--- src/rtl/spi_burst_pkg.sv ---
`timescale 1ns/1ps
// Shared constants and the burst sequencer state type.
package spi_burst_pkg;
    localparam int WORD_W = 32;
    localparam int IDX_W  = 5;

    typedef enum logic [2:0] {
        ST_IDLE,
        ST_LOAD,
        ST_LOW,
        ST_HIGH,
        ST_DONE
    } burst_st_e;
endpackage

--- src/rtl/spi_fifo.sv ---
`timescale 1ns/1ps
// Synchronous first-word-fall-through FIFO.
// Assumes: a write while full and a read while empty are dropped.
module spi_fifo #(
    parameter int W     = 32,
    parameter int DEPTH = 8
) (
    input  logic         clk,
    input  logic         rst_n,
    input  logic         wr_en,
    input  logic [W-1:0] wr_data,
    output logic         full,
    input  logic         rd_en,
    output logic [W-1:0] rd_data,
    output logic         empty
);
    localparam int AW = (DEPTH > 1) ? $clog2(DEPTH) : 1;

    logic [W-1:0] mem [DEPTH];
    logic [AW-1:0] wp, rp;
    logic [AW:0]   cnt;
    logic          do_wr, do_rd;

    assign full    = (cnt == (AW+1)'(DEPTH));
    assign empty   = (cnt == '0);
    assign do_wr   = wr_en && !full;
    assign do_rd   = rd_en && !empty;
    assign rd_data = mem[rp];

    // Storage write port.
    always_ff @(posedge clk) begin
        if (do_wr) mem[wp] <= wr_data;
    end

    // Pointer and occupancy update.
    always_ff @(posedge clk) begin
        if (!rst_n) begin
            wp  <= '0;
            rp  <= '0;
            cnt <= '0;
        end else begin
            if (do_wr) wp <= (wp == AW'(DEPTH-1)) ? '0 : wp + 1'b1;
            if (do_rd) rp <= (rp == AW'(DEPTH-1)) ? '0 : rp + 1'b1;
            if (do_wr && !do_rd)      cnt <= cnt + 1'b1;
            else if (do_rd && !do_wr) cnt <= cnt - 1'b1;
        end
    end
endmodule

--- src/rtl/spi_rx_pack.sv ---
`timescale 1ns/1ps
// Packs received serial bits MSB first into words counted from the burst start.
// A flush with a partial word pending emits it right-aligned.
// Assumes: flush never arrives in the same cycle as a bit.
module spi_rx_pack #(
    parameter int W = 32
) (
    input  logic         clk,
    input  logic         rst_n,
    input  logic         bit_vld,
    input  logic         bit_in,
    input  logic         flush,
    output logic         push,
    output logic [W-1:0] word
);
    localparam int CW = $clog2(W) + 1;

    logic [W-1:0] acc;
    logic [CW-1:0] cnt;

    // Shift in bits; emit a word on a full count or on flush.
    always_ff @(posedge clk) begin
        if (!rst_n) begin
            acc  <= '0;
            cnt  <= '0;
            push <= 1'b0;
            word <= '0;
        end else begin
            push <= 1'b0;
            if (bit_vld) begin
                if (cnt == CW'(W-1)) begin
                    word <= {acc[W-2:0], bit_in};
                    push <= 1'b1;
                    acc  <= '0;
                    cnt  <= '0;
                end else begin
                    acc <= {acc[W-2:0], bit_in};
                    cnt <= cnt + 1'b1;
                end
            end else if (flush && cnt != '0) begin
                word <= acc;
                push <= 1'b1;
                acc  <= '0;
                cnt  <= '0;
            end
        end
    end
endmodule

--- src/rtl/spi_burst_engine.sv ---
`timescale 1ns/1ps
// Variable-length SPI burst engine, master or slave, clock idle low, rising-edge sample.
// Transmit framing: the first word carries (len+1) mod 32 bits (32 if zero), MSB first.
// Assumes: configuration inputs are stable while busy; LEN_W >= 5.
module spi_burst_engine
    import spi_burst_pkg::*;
#(
    parameter int FIFO_DEPTH = 8,
    parameter int LEN_W      = 12,
    parameter int HALF_DIV   = 4
) (
    input  logic              clk,
    input  logic              rst_n,
    input  logic              cfg_master,
    input  logic [LEN_W-1:0]  cfg_len,
    input  logic              cfg_ss_end,
    input  logic              start,
    input  logic              tx_wr,
    input  logic [WORD_W-1:0] tx_data,
    output logic              tx_full,
    input  logic              rx_rd,
    output logic [WORD_W-1:0] rx_data,
    output logic              rx_empty,
    output logic              busy,
    output logic              done,
    output logic              spi_sclk_o,
    output logic              spi_cs_n_o,
    input  logic              spi_sclk_i,
    input  logic              spi_cs_n_i,
    output logic              spi_dout,
    input  logic              spi_din
);
    localparam int CNT_W = LEN_W + 1;
    localparam int DIV_W = $clog2(HALF_DIV + 1);

    burst_st_e          st;
    logic [WORD_W-1:0]  tx_word, tx_rdata, rx_word;
    logic [IDX_W-1:0]   bit_idx;
    logic [CNT_W-1:0]   bits_left;
    logic [DIV_W-1:0]   div_cnt;
    logic               sclk_q, cs_q;
    logic               tx_empty, tx_pop, rx_push;
    logic               bit_evt, bit_val, div_end, len_end;
    logic [2:0]         sclk_s, cs_s;
    logic [1:0]         din_s;
    logic               s_rise, cs_fall, cs_rise;

    spi_fifo #(.W(WORD_W), .DEPTH(FIFO_DEPTH)) u_txq (
        .clk(clk), .rst_n(rst_n), .wr_en(tx_wr), .wr_data(tx_data), .full(tx_full),
        .rd_en(tx_pop), .rd_data(tx_rdata), .empty(tx_empty)
    );

    spi_fifo #(.W(WORD_W), .DEPTH(FIFO_DEPTH)) u_rxq (
        .clk(clk), .rst_n(rst_n), .wr_en(rx_push), .wr_data(rx_word), .full(),
        .rd_en(rx_rd), .rd_data(rx_data), .empty(rx_empty)
    );

    spi_rx_pack #(.W(WORD_W)) u_pack (
        .clk(clk), .rst_n(rst_n), .bit_vld(bit_evt), .bit_in(bit_val),
        .flush(st == ST_DONE), .push(rx_push), .word(rx_word)
    );

    // Synchronize the slave-side pins and keep one extra stage for edge detection.
    always_ff @(posedge clk) begin
        if (!rst_n) begin
            sclk_s <= '0;
            cs_s   <= '1;
            din_s  <= '0;
        end else begin
            sclk_s <= {sclk_s[1:0], spi_sclk_i};
            cs_s   <= {cs_s[1:0], spi_cs_n_i};
            din_s  <= {din_s[0], spi_din};
        end
    end

    assign s_rise  = sclk_s[1] & ~sclk_s[2];
    assign cs_fall = ~cs_s[1] & cs_s[2];
    assign cs_rise = cs_s[1] & ~cs_s[2];
    assign div_end = (div_cnt == DIV_W'(HALF_DIV - 1));
    assign len_end = !cfg_ss_end && (bits_left == '0);

    // Per-cycle bit event, sampled bit and transmit FIFO pop.
    always_comb begin
        bit_evt = 1'b0;
        bit_val = 1'b0;
        tx_pop  = 1'b0;
        case (st)
            ST_LOAD: tx_pop = !tx_empty;
            ST_LOW: begin
                if (cfg_master) begin
                    bit_evt = div_end;
                    bit_val = spi_din;
                end else begin
                    bit_evt = s_rise && !cs_rise && !len_end;
                    bit_val = din_s[1];
                    tx_pop  = bit_evt && (bit_idx == '0) && !tx_empty;
                end
            end
            default: ;
        endcase
    end

    // Burst sequencer: start, word load, clock halves, completion.
    always_ff @(posedge clk) begin
        if (!rst_n) begin
            st        <= ST_IDLE;
            tx_word   <= '0;
            bit_idx   <= '0;
            bits_left <= '0;
            div_cnt   <= '0;
            sclk_q    <= 1'b0;
            cs_q      <= 1'b1;
        end else begin
            case (st)
                ST_IDLE: begin
                    if ((cfg_master && start) || (!cfg_master && cs_fall)) begin
                        bits_left <= CNT_W'(cfg_len) + 1'b1;
                        bit_idx   <= cfg_len[IDX_W-1:0];
                        cs_q      <= !cfg_master;
                        st        <= ST_LOAD;
                    end
                end
                ST_LOAD: begin
                    div_cnt <= '0;
                    if (!tx_empty) begin
                        tx_word <= tx_rdata;
                        st      <= ST_LOW;
                    end else if (!cfg_master) begin
                        tx_word <= '0;
                        st      <= ST_LOW;
                    end
                end
                ST_LOW: begin
                    if (cfg_master) begin
                        if (div_end) begin
                            div_cnt   <= '0;
                            sclk_q    <= 1'b1;
                            bits_left <= bits_left - 1'b1;
                            st        <= ST_HIGH;
                        end else begin
                            div_cnt <= div_cnt + 1'b1;
                        end
                    end else if (cs_rise || len_end) begin
                        st <= ST_DONE;
                    end else if (s_rise) begin
                        if (bits_left != '0) bits_left <= bits_left - 1'b1;
                        if (bit_idx == '0) begin
                            bit_idx <= '1;
                            tx_word <= tx_empty ? '0 : tx_rdata;
                        end else begin
                            bit_idx <= bit_idx - 1'b1;
                        end
                    end
                end
                ST_HIGH: begin
                    if (div_end) begin
                        div_cnt <= '0;
                        sclk_q  <= 1'b0;
                        if (bits_left == '0) begin
                            st <= ST_DONE;
                        end else if (bit_idx == '0) begin
                            bit_idx <= '1;
                            st      <= ST_LOAD;
                        end else begin
                            bit_idx <= bit_idx - 1'b1;
                            st      <= ST_LOW;
                        end
                    end else begin
                        div_cnt <= div_cnt + 1'b1;
                    end
                end
                ST_DONE: begin
                    cs_q <= 1'b1;
                    st   <= ST_IDLE;
                end
                default: st <= ST_IDLE;
            endcase
        end
    end

    assign spi_sclk_o = sclk_q;
    assign spi_cs_n_o = cs_q;
    assign spi_dout   = tx_word[bit_idx];
    assign busy       = (st != ST_IDLE);
    assign done       = (st == ST_DONE);
endmodule

--- config.mk ---
export PLATFORM = sky130hd
export DESIGN_NAME = spi_burst_engine
export DESIGN_NICKNAME = d
export VERILOG_FILES = /design/src/rtl/spi_burst_pkg.sv /design/src/rtl/spi_fifo.sv /design/src/rtl/spi_rx_pack.sv /design/src/rtl/spi_burst_engine.sv
export SDC_FILE = /design/constraint.sdc
export NUM_CORES = 1
export LEC_CHECK = 0
export BUFFER_PORTS_ARGS = -buffer_cell sky130_fd_sc_hd__buf_4
export CORE_ASPECT_RATIO = 1.5
export CORE_MARGIN = 8
export CORE_UTILIZATION = 45
export DETAILED_ROUTE_END_ITERATION = 8
export PLACE_DENSITY_LB_ADDON = 0.12
export SYNTH_ARGS = -nofsm -noshare
export SYNTH_HDL_FRONTEND = slang
export SYNTH_HIERARCHICAL = 1
export SYNTH_SLANG_ARGS = --single-unit
--- constraint.sdc ---
create_clock -name clk -period 5 [get_ports clk]
set_input_delay 0.75 -clock clk [delete_from_list [all_inputs] [get_ports clk]]
set_output_delay 0.75 -clock clk [all_outputs]
set_load 0.01 [all_outputs]
==> results of run 1 <==
[worst max path at each step]
| stage | from | endpoint | slack, ps |
|---|---|---|---|
| CTS | flop | rx_data[13] | 1250 |
| floorplan | tx_wr | u_txq/mem[0][0]$_DFFE_PP_ | 330 |
| detailed placement | bit_idx[0]$_SDFFE_PN0P_ | u_txq/cnt[3]$_SDFFE_PN0P_ | 1400 |
| global placement | bit_idx[0]$_SDFFE_PN0P_ | u_txq/cnt[3]$_SDFFE_PN0P_ | 1460 |
| finish | flop | rx_data[13] | 1360 |
| global route | bit_idx[0]$_SDFFE_PN0P_ | u_txq/cnt[3]$_SDFFE_PN0P_ | 1160 |
[metal layers]
metal | share of wire, % | global-route usage [%] | vias up
met4 | 1.9 | 4.31 | 10
li1 | - | - | 6418
met2 | 56 | 31.5 | 257
met3 | 4.0 | 3.22 | 95
met1 | 38 | 18.7 | 7314
met5 | 0.12 | 0 | -
[final cells by class]
cell class	count	area, µm²	share of cell area [%]
sequential	675	18600	60.4
timing repair buffer	124	943	3.05
multi-input combinational	714	8210	26.6
antenna	3	7.51	0.0243
clock buffer	80	1670	5.41
clock inverter	31	345	1.12
tap	791	990	3.20
inverter	17	77.6	0.251
[sequential cells by signal (all words and copies together) (netlist names), named ones only]
name,cells
cs_s,3
u_rxq/mem,256
din_s,2
u_pack/acc,32
u_pack/word,32
u_rxq/wp,3
bits_left,13
u_pack/push,1
u_rxq/cnt,4
bit_idx,5
div_cnt,3
u_txq/mem,256
tx_word,32
u_pack/cnt,6
u_txq/cnt,4
st,3
u_txq/rp,3
spi_cs_n_o,1
spi_sclk_o,1
sclk_s,3
u_txq/wp,3
u_rxq/rp,3
[per-stage QoR]
step	instances	hold WS (ps)	cell area (µm²)
after detailed placement	2321	424	28900
final	2435	327	30900
after floorplan	1502	386	27500
after CTS	2432	286	30900
after global placement	2321	404	28900
after global routing	2432	300	30900
[power by group]
| group | total, mW | switching [mW] | internal [mW] | leakage, nW |
|---|---|---|---|---|
| logic | 2.54 | 1.26 | 1.28 | 3.07 |
| registers | 6.65 | 0.385 | 6.26 | 5.92 |
| clock network | 4.70 | 1.99 | 2.70 | 0.977 |
| total | 13.9 | 3.64 | 10.2 | 9.97 |
[critical path, delay by kind of cell (launching register included)]
family	cells	cell delay (ps)
muxes	2	900
DFF	1	830
buffers and inverters	2	470
[cell usage in the layout (no fill, tap or decap), types with 9 or more instances in the layout]
cell and count:
clkbuf_16 63, o221a_1 60, nor3_1 16, mux4_1 82
a22o_1 64, a21oi_1 30, nor2b_1 14, edfxtp_1 512
nor2_1 31, xnor2_1 9, a31oi_1 9, dfxtp_1 159
mux2i_1 13, mux4_2 56, nand3_1 14, mux2_2 66
nand2_1 45, nor3_2 9, ha_1 21, clkbuf_1 14
clkinv_2 10, o21ai_0 10, buf_4 123, o311ai_1 9
nand2b_1 16, inv_1 16, and2_1 14
==> impl_results.md, run 1 <==
* Total Neg Setup Slack at 0 ps
* DR iter-0 viols at 863
* Final core utilization at approximately half
* Max VDD drop at 302 µV
* Cell breakdown of the critical path: buf_12, mux4_1, mux2_2, buf_4
* PD cells at 449 nW/µm²
* Worst-skew pair later-pin latency at approximately 620 ps
* Final Max Slew Viols at 0
* Final Hold Vio Count at 0
* CTS Buf Count at 60
* Post-synthesis cell count at 1502
* Worst setup SP type: flop
* Nets at approximately 1700
* RePlAce Congestion at 0.777
* IO buf count at 92
* CTS clock-pin slew for the worst setup and hold paths at 70 ps
* Antenna violations before repair at 8
* Chip width at 218 µm
* Layout area overhead at 12.4%
* CTS Root Cell: clkbuf_16
* Crit path kind: reg2out
* Vias per cell at 5.79
* Reg2reg end: u_txq/cnt[3]$_SDFFE_PN0P_
* Initial Utilization at 45.2%
* CP Max Fanout at 37
* Hpwl dp at 35.1 mm
* Tmin final at between 3000 and 4000 ps
* R2R setup slack at 1400 ps
* Fmax at 275 MHz
* Netlist area before placement at 27500 µm²
* Mean Syn Cell Area at 18.3 µm²
* CTS tree: done
* Largest net degree at the start of global routing at 54
* CP peak stage delay at ~830 ps
* Routed len/inst at 23.7 µm
* Core area at 60800 µm²
* RSZ-0062 raised after global routing: false
* H-tree level count at 2
* Global-route wire length before repair at 89.2 mm
* Tcrit/Tclk final at 72.8%
* Max_cap viols at 0
* GRT overflow at 0
* Hold/Removal Path Class: in2reg
* # rows at about 110
* Clock buffer depth at 3
* Cells on Worst Hold Path at 2
* Worst reg-to-reg path cell count at 14
* GRT Overall Usage at 16.6%
* Setup crit end kind: output pin
* Final Skew at about 23 ps
* Worst endpoint required time at 4250 ps
* Drt first pass iters at 5
* Max_slew headroom at 20.9%
* Fillcell total at 5027
* WL final at between 50 and 60 mm
* Setup violators final at 0
* Vias in the first global route at 14800
* Power Total at about 14 mW
* Hold Path End: cs_s[0]$_SDFF_PN1_
* PostCTS Resize Cnt at 0
* Die H at 319 µm
* Vias post-DR at 14100
* Net Count, Synth at between 1500 and 2000
* Worst slack, placed at 1400 ps
* Worst setup margin at 1360 ps
* Reg2reg start: bit_idx[0]$_SDFFE_PN0P_
* Yosys Warn Count at 6
* Leak at 9.97 nW
* Die area at 69400 µm²
* Fraction of layout cells with a size suffix above 1 at a little under a quarter
* Setup Fix Bufs, Post-CTS at 0
* DR DRC count at 0
* Tightest Pin Transition at 1180 ps
* Slowest CP cell: dfxtp_4
* ANT nets after route at 0
* Clock sinks at 675
* Hold buffer count at cts at 0
* Status: completed
* I/O pins at 93
* Hold Path Origin: spi_cs_n_i
* Worst path arrival time at 2890 ps
Note: power is estimated with default switching activity, not from simulation.
==> run 2, diff against run 1 <==
==> constraint.sdc (replaced) <==
create_clock -name clk -period 3.7 [get_ports clk]
set_input_delay 0.555 -clock clk [delete_from_list [all_inputs] [get_ports clk]]
set_output_delay 0.555 -clock clk [all_outputs]
set_load 0.01 [all_outputs]
==> run 2 against run 1 <==
Non-clock buffer count up 10. Core utilization increased by 0.73 points. Clock skew up 7.6 ps. Highest routed layer unchanged. Sequential share of layout area fell by 0.85 points. Sequential power rose by 32%. Largest cell class unchanged. Clock power is 50% higher. First-iteration DRC count up 9.6%. Die area stayed put.
==> impl_results.md, run 2 (same netlist as run 1, synthesis figures left out) <==
* Status: completed
* Layout area overhead at 14.0%
* CTS clock-pin slew for the worst setup and hold paths at approximately 70 ps
* Worst reg-to-reg path cell count at 14
* Clock buffer depth at 3
* Die H at 319 µm
* Final instance area at 31300 µm²
* Slowest CP cell: mux4_2
* Global-route wire length before repair at ~90 mm
* RSZ-0062 raised after global routing: false
* Final Max Slew Viols at 0
* Reg2reg start: bit_idx[0]$_SDFFE_PN0P_
* CTS Root Cell: clkbuf_16
* RePlAce Congestion at 0.782
* CP Max Fanout at 10
* Final Hold Vio Count at 0
* Setup violators final at 0
* IO buf count at 92
* R2R setup slack at 350 ps
* Worst-skew pair later-pin latency at 630 ps
* Hpwl dp at 33.9 mm
* Crit-path leading delay family: multiplexers
* Crit path kind: reg2out
* Hold Path Origin: spi_cs_n_i
* WL final at slightly below 60 mm
* Nets at 1680
* Max_cap viols at 0
* ANT nets after route at 0
* PostCTS Resize Cnt at 0
* H-tree level count at 2
* Cells on Worst Hold Path at 2
* Clock sinks at ~680
* Commonest non-fill, non-tap cell in the layout: edfxtp_1
* Registers with the most flip-flops: u_rxq/mem: 256 flops, u_txq/mem: 256 flops
* GRT overflow at 0
* CTS tree: done
* DR iter-0 viols at roughly 950
* Fraction of layout cells with a size suffix above 1 at 25.2%
* Largest net degree at the start of global routing at between 60 and 70
* Worst endpoint required time at about 3100 ps
* CP most frequent cell: buf_4
* Chip width at between 200 and 250 µm
* Hold buffer count at cts at 0
* Die area at 69400 µm²
* PD cells at around 620 nW/µm²
* CP peak stage delay at 600 ps
* Tmin final at 3370 ps
* Max VDD drop at between 400 and 500 µV
* Tightest Pin Transition at 1050 ps
* Placement Cell Area at roughly 29000 µm²
* Hold Path End: cs_s[0]$_SDFF_PN1_
* WHS at 126 ps
* Drt first pass iters at 5
* Worst path arrival time at 2820 ps
* I/O pins at 93
* Setup Fix Bufs, Post-CTS at 0
* Fmax at 297 MHz
* DR DRC count at 0
* Initial Utilization at between 40% and 50%
* Tcrit/Tclk final at 91.1%
* Leak at 10.2 nW
* Setup crit end kind: output pin
* Routed len/inst at 23.9 µm
* GRT Overall Usage at 16.7%
* Hold/Removal Path Class: in2reg
* # rows at 111
* WP buf/inv at 2
* Cell breakdown of the critical path: buf_4, mux4_2, mux4_1, mux2_2, buf_4
* CTS Buf Count at 61
* Total Neg Setup Slack at 0 ps
* Core area at a little over 60000 µm²
* Max_slew headroom at 29.6%
* Vias post-DR at 14100
* Vias in the first global route at approximately 15000
* Vias per cell at ~5.8
* Worst setup SP type: flop
* Commonest non-fill, non-tap cells in the layout: edfxtp_1, dfxtp_1, buf_4
* Antenna violations before repair at 7
* Reg2reg end: u_txq/cnt[3]$_SDFFE_PN0P_
* Final Skew at 30.5 ps
-- run 2: cell count changes in the layout (fill, tap and decap cells not counted), moves of 2 or more --
cell	previous run	this run
nor4_2	3	1
nor3_4	2	4
clkinvlp_4	4	2
clkbuf_1	14	2
bufinv_16	7	12
nor4_4	1	3
buf_4	123	129
clkbuf_16	63	66
inv_6	0	3
nor3_2	9	7
buf_12	1	5
clkbuf_8	3	9
inv_4	0	2
clkinv_1	8	4
-- run 2: metal layers --
| layer | global-route usage, % | vias up | share of wire (%) |
|---|---|---|---|
| li1 | - | 6442 | - |
| met1 | 19.0 | 7298 | 39 |
| met2 | 30.9 | 255 | 54 |
| met3 | 3.37 | 111 | 4.2 |
| met4 | 5.22 | 10 | 2.8 |
| met5 | 0 | - | 0.12 |
-- run 2: worst register-to-register path, stage by stage (launching register included) --
cell and delay, ps:
dfxtp_1 320, inv_1 90, ha_1 160, or4b_4 520, nor3_4 210, a31oi_2 160, nor3_1 310, o41ai_4 190
ha_1 230, inv_1 130, ha_1 280, a21oi_1 180, a211oi_1 90, a31oi_1 200, mux2i_1 200
-- run 2: cell type report --
cell class	instances	area [µm²]
flip-flops and latches	675	18600
multi-input cells	714	8240
clock buffers	77	1780
diodes	2	5.00
inverters	17	77.6
well taps	791	990
fillers	4937	29500
repair buffers	134	1070
clock inverters	38	523
-- run 2: stage by stage --
stage	util, %	power [mW]	cells	setup WS, ps
2_1_floorplan	-	11.7	1502	81.3
3_3_place_gp	47.7	12.7	2331	410
3_5_place_dp	47.7	12.7	2331	329
4_1_cts	51.5	19.8	2446	250
5_1_grt	51.5	20.4	2447	81.5
6_report	51.5	19.6	2448	330
-- run 2: worst max-delay path by stage --
stage | end | cells past startpoint | slack [ps] | from
2_1_floorplan | u_txq/mem[2][0]$_DFFE_PP_ | 3 | 80 | tx_wr
3_3_place_gp | u_txq/cnt[3]$_SDFFE_PN0P_ | 14 | 410 | bit_idx[0]$_SDFFE_PN0P_
3_5_place_dp | u_txq/cnt[3]$_SDFFE_PN0P_ | 14 | 330 | bit_idx[0]$_SDFFE_PN0P_
4_1_cts | spi_dout | 5 | 250 | bit_idx[0]$_SDFFE_PN0P_
5_1_grt | u_txq/cnt[3]$_SDFFE_PN0P_ | 14 | 80 | bit_idx[0]$_SDFFE_PN0P_
6_report | spi_dout | 5 | 330 | bit_idx[0]$_SDFFE_PN0P_
-- run 2: power by group --
part | switching, mW | total [mW] | internal [mW] | leakage (nW)
Sequential | 0.351 | 8.81 | 8.46 | 5.92
Clock | 2.80 | 7.05 | 4.26 | 1.14
Combinational | 1.90 | 3.69 | 1.80 | 3.12
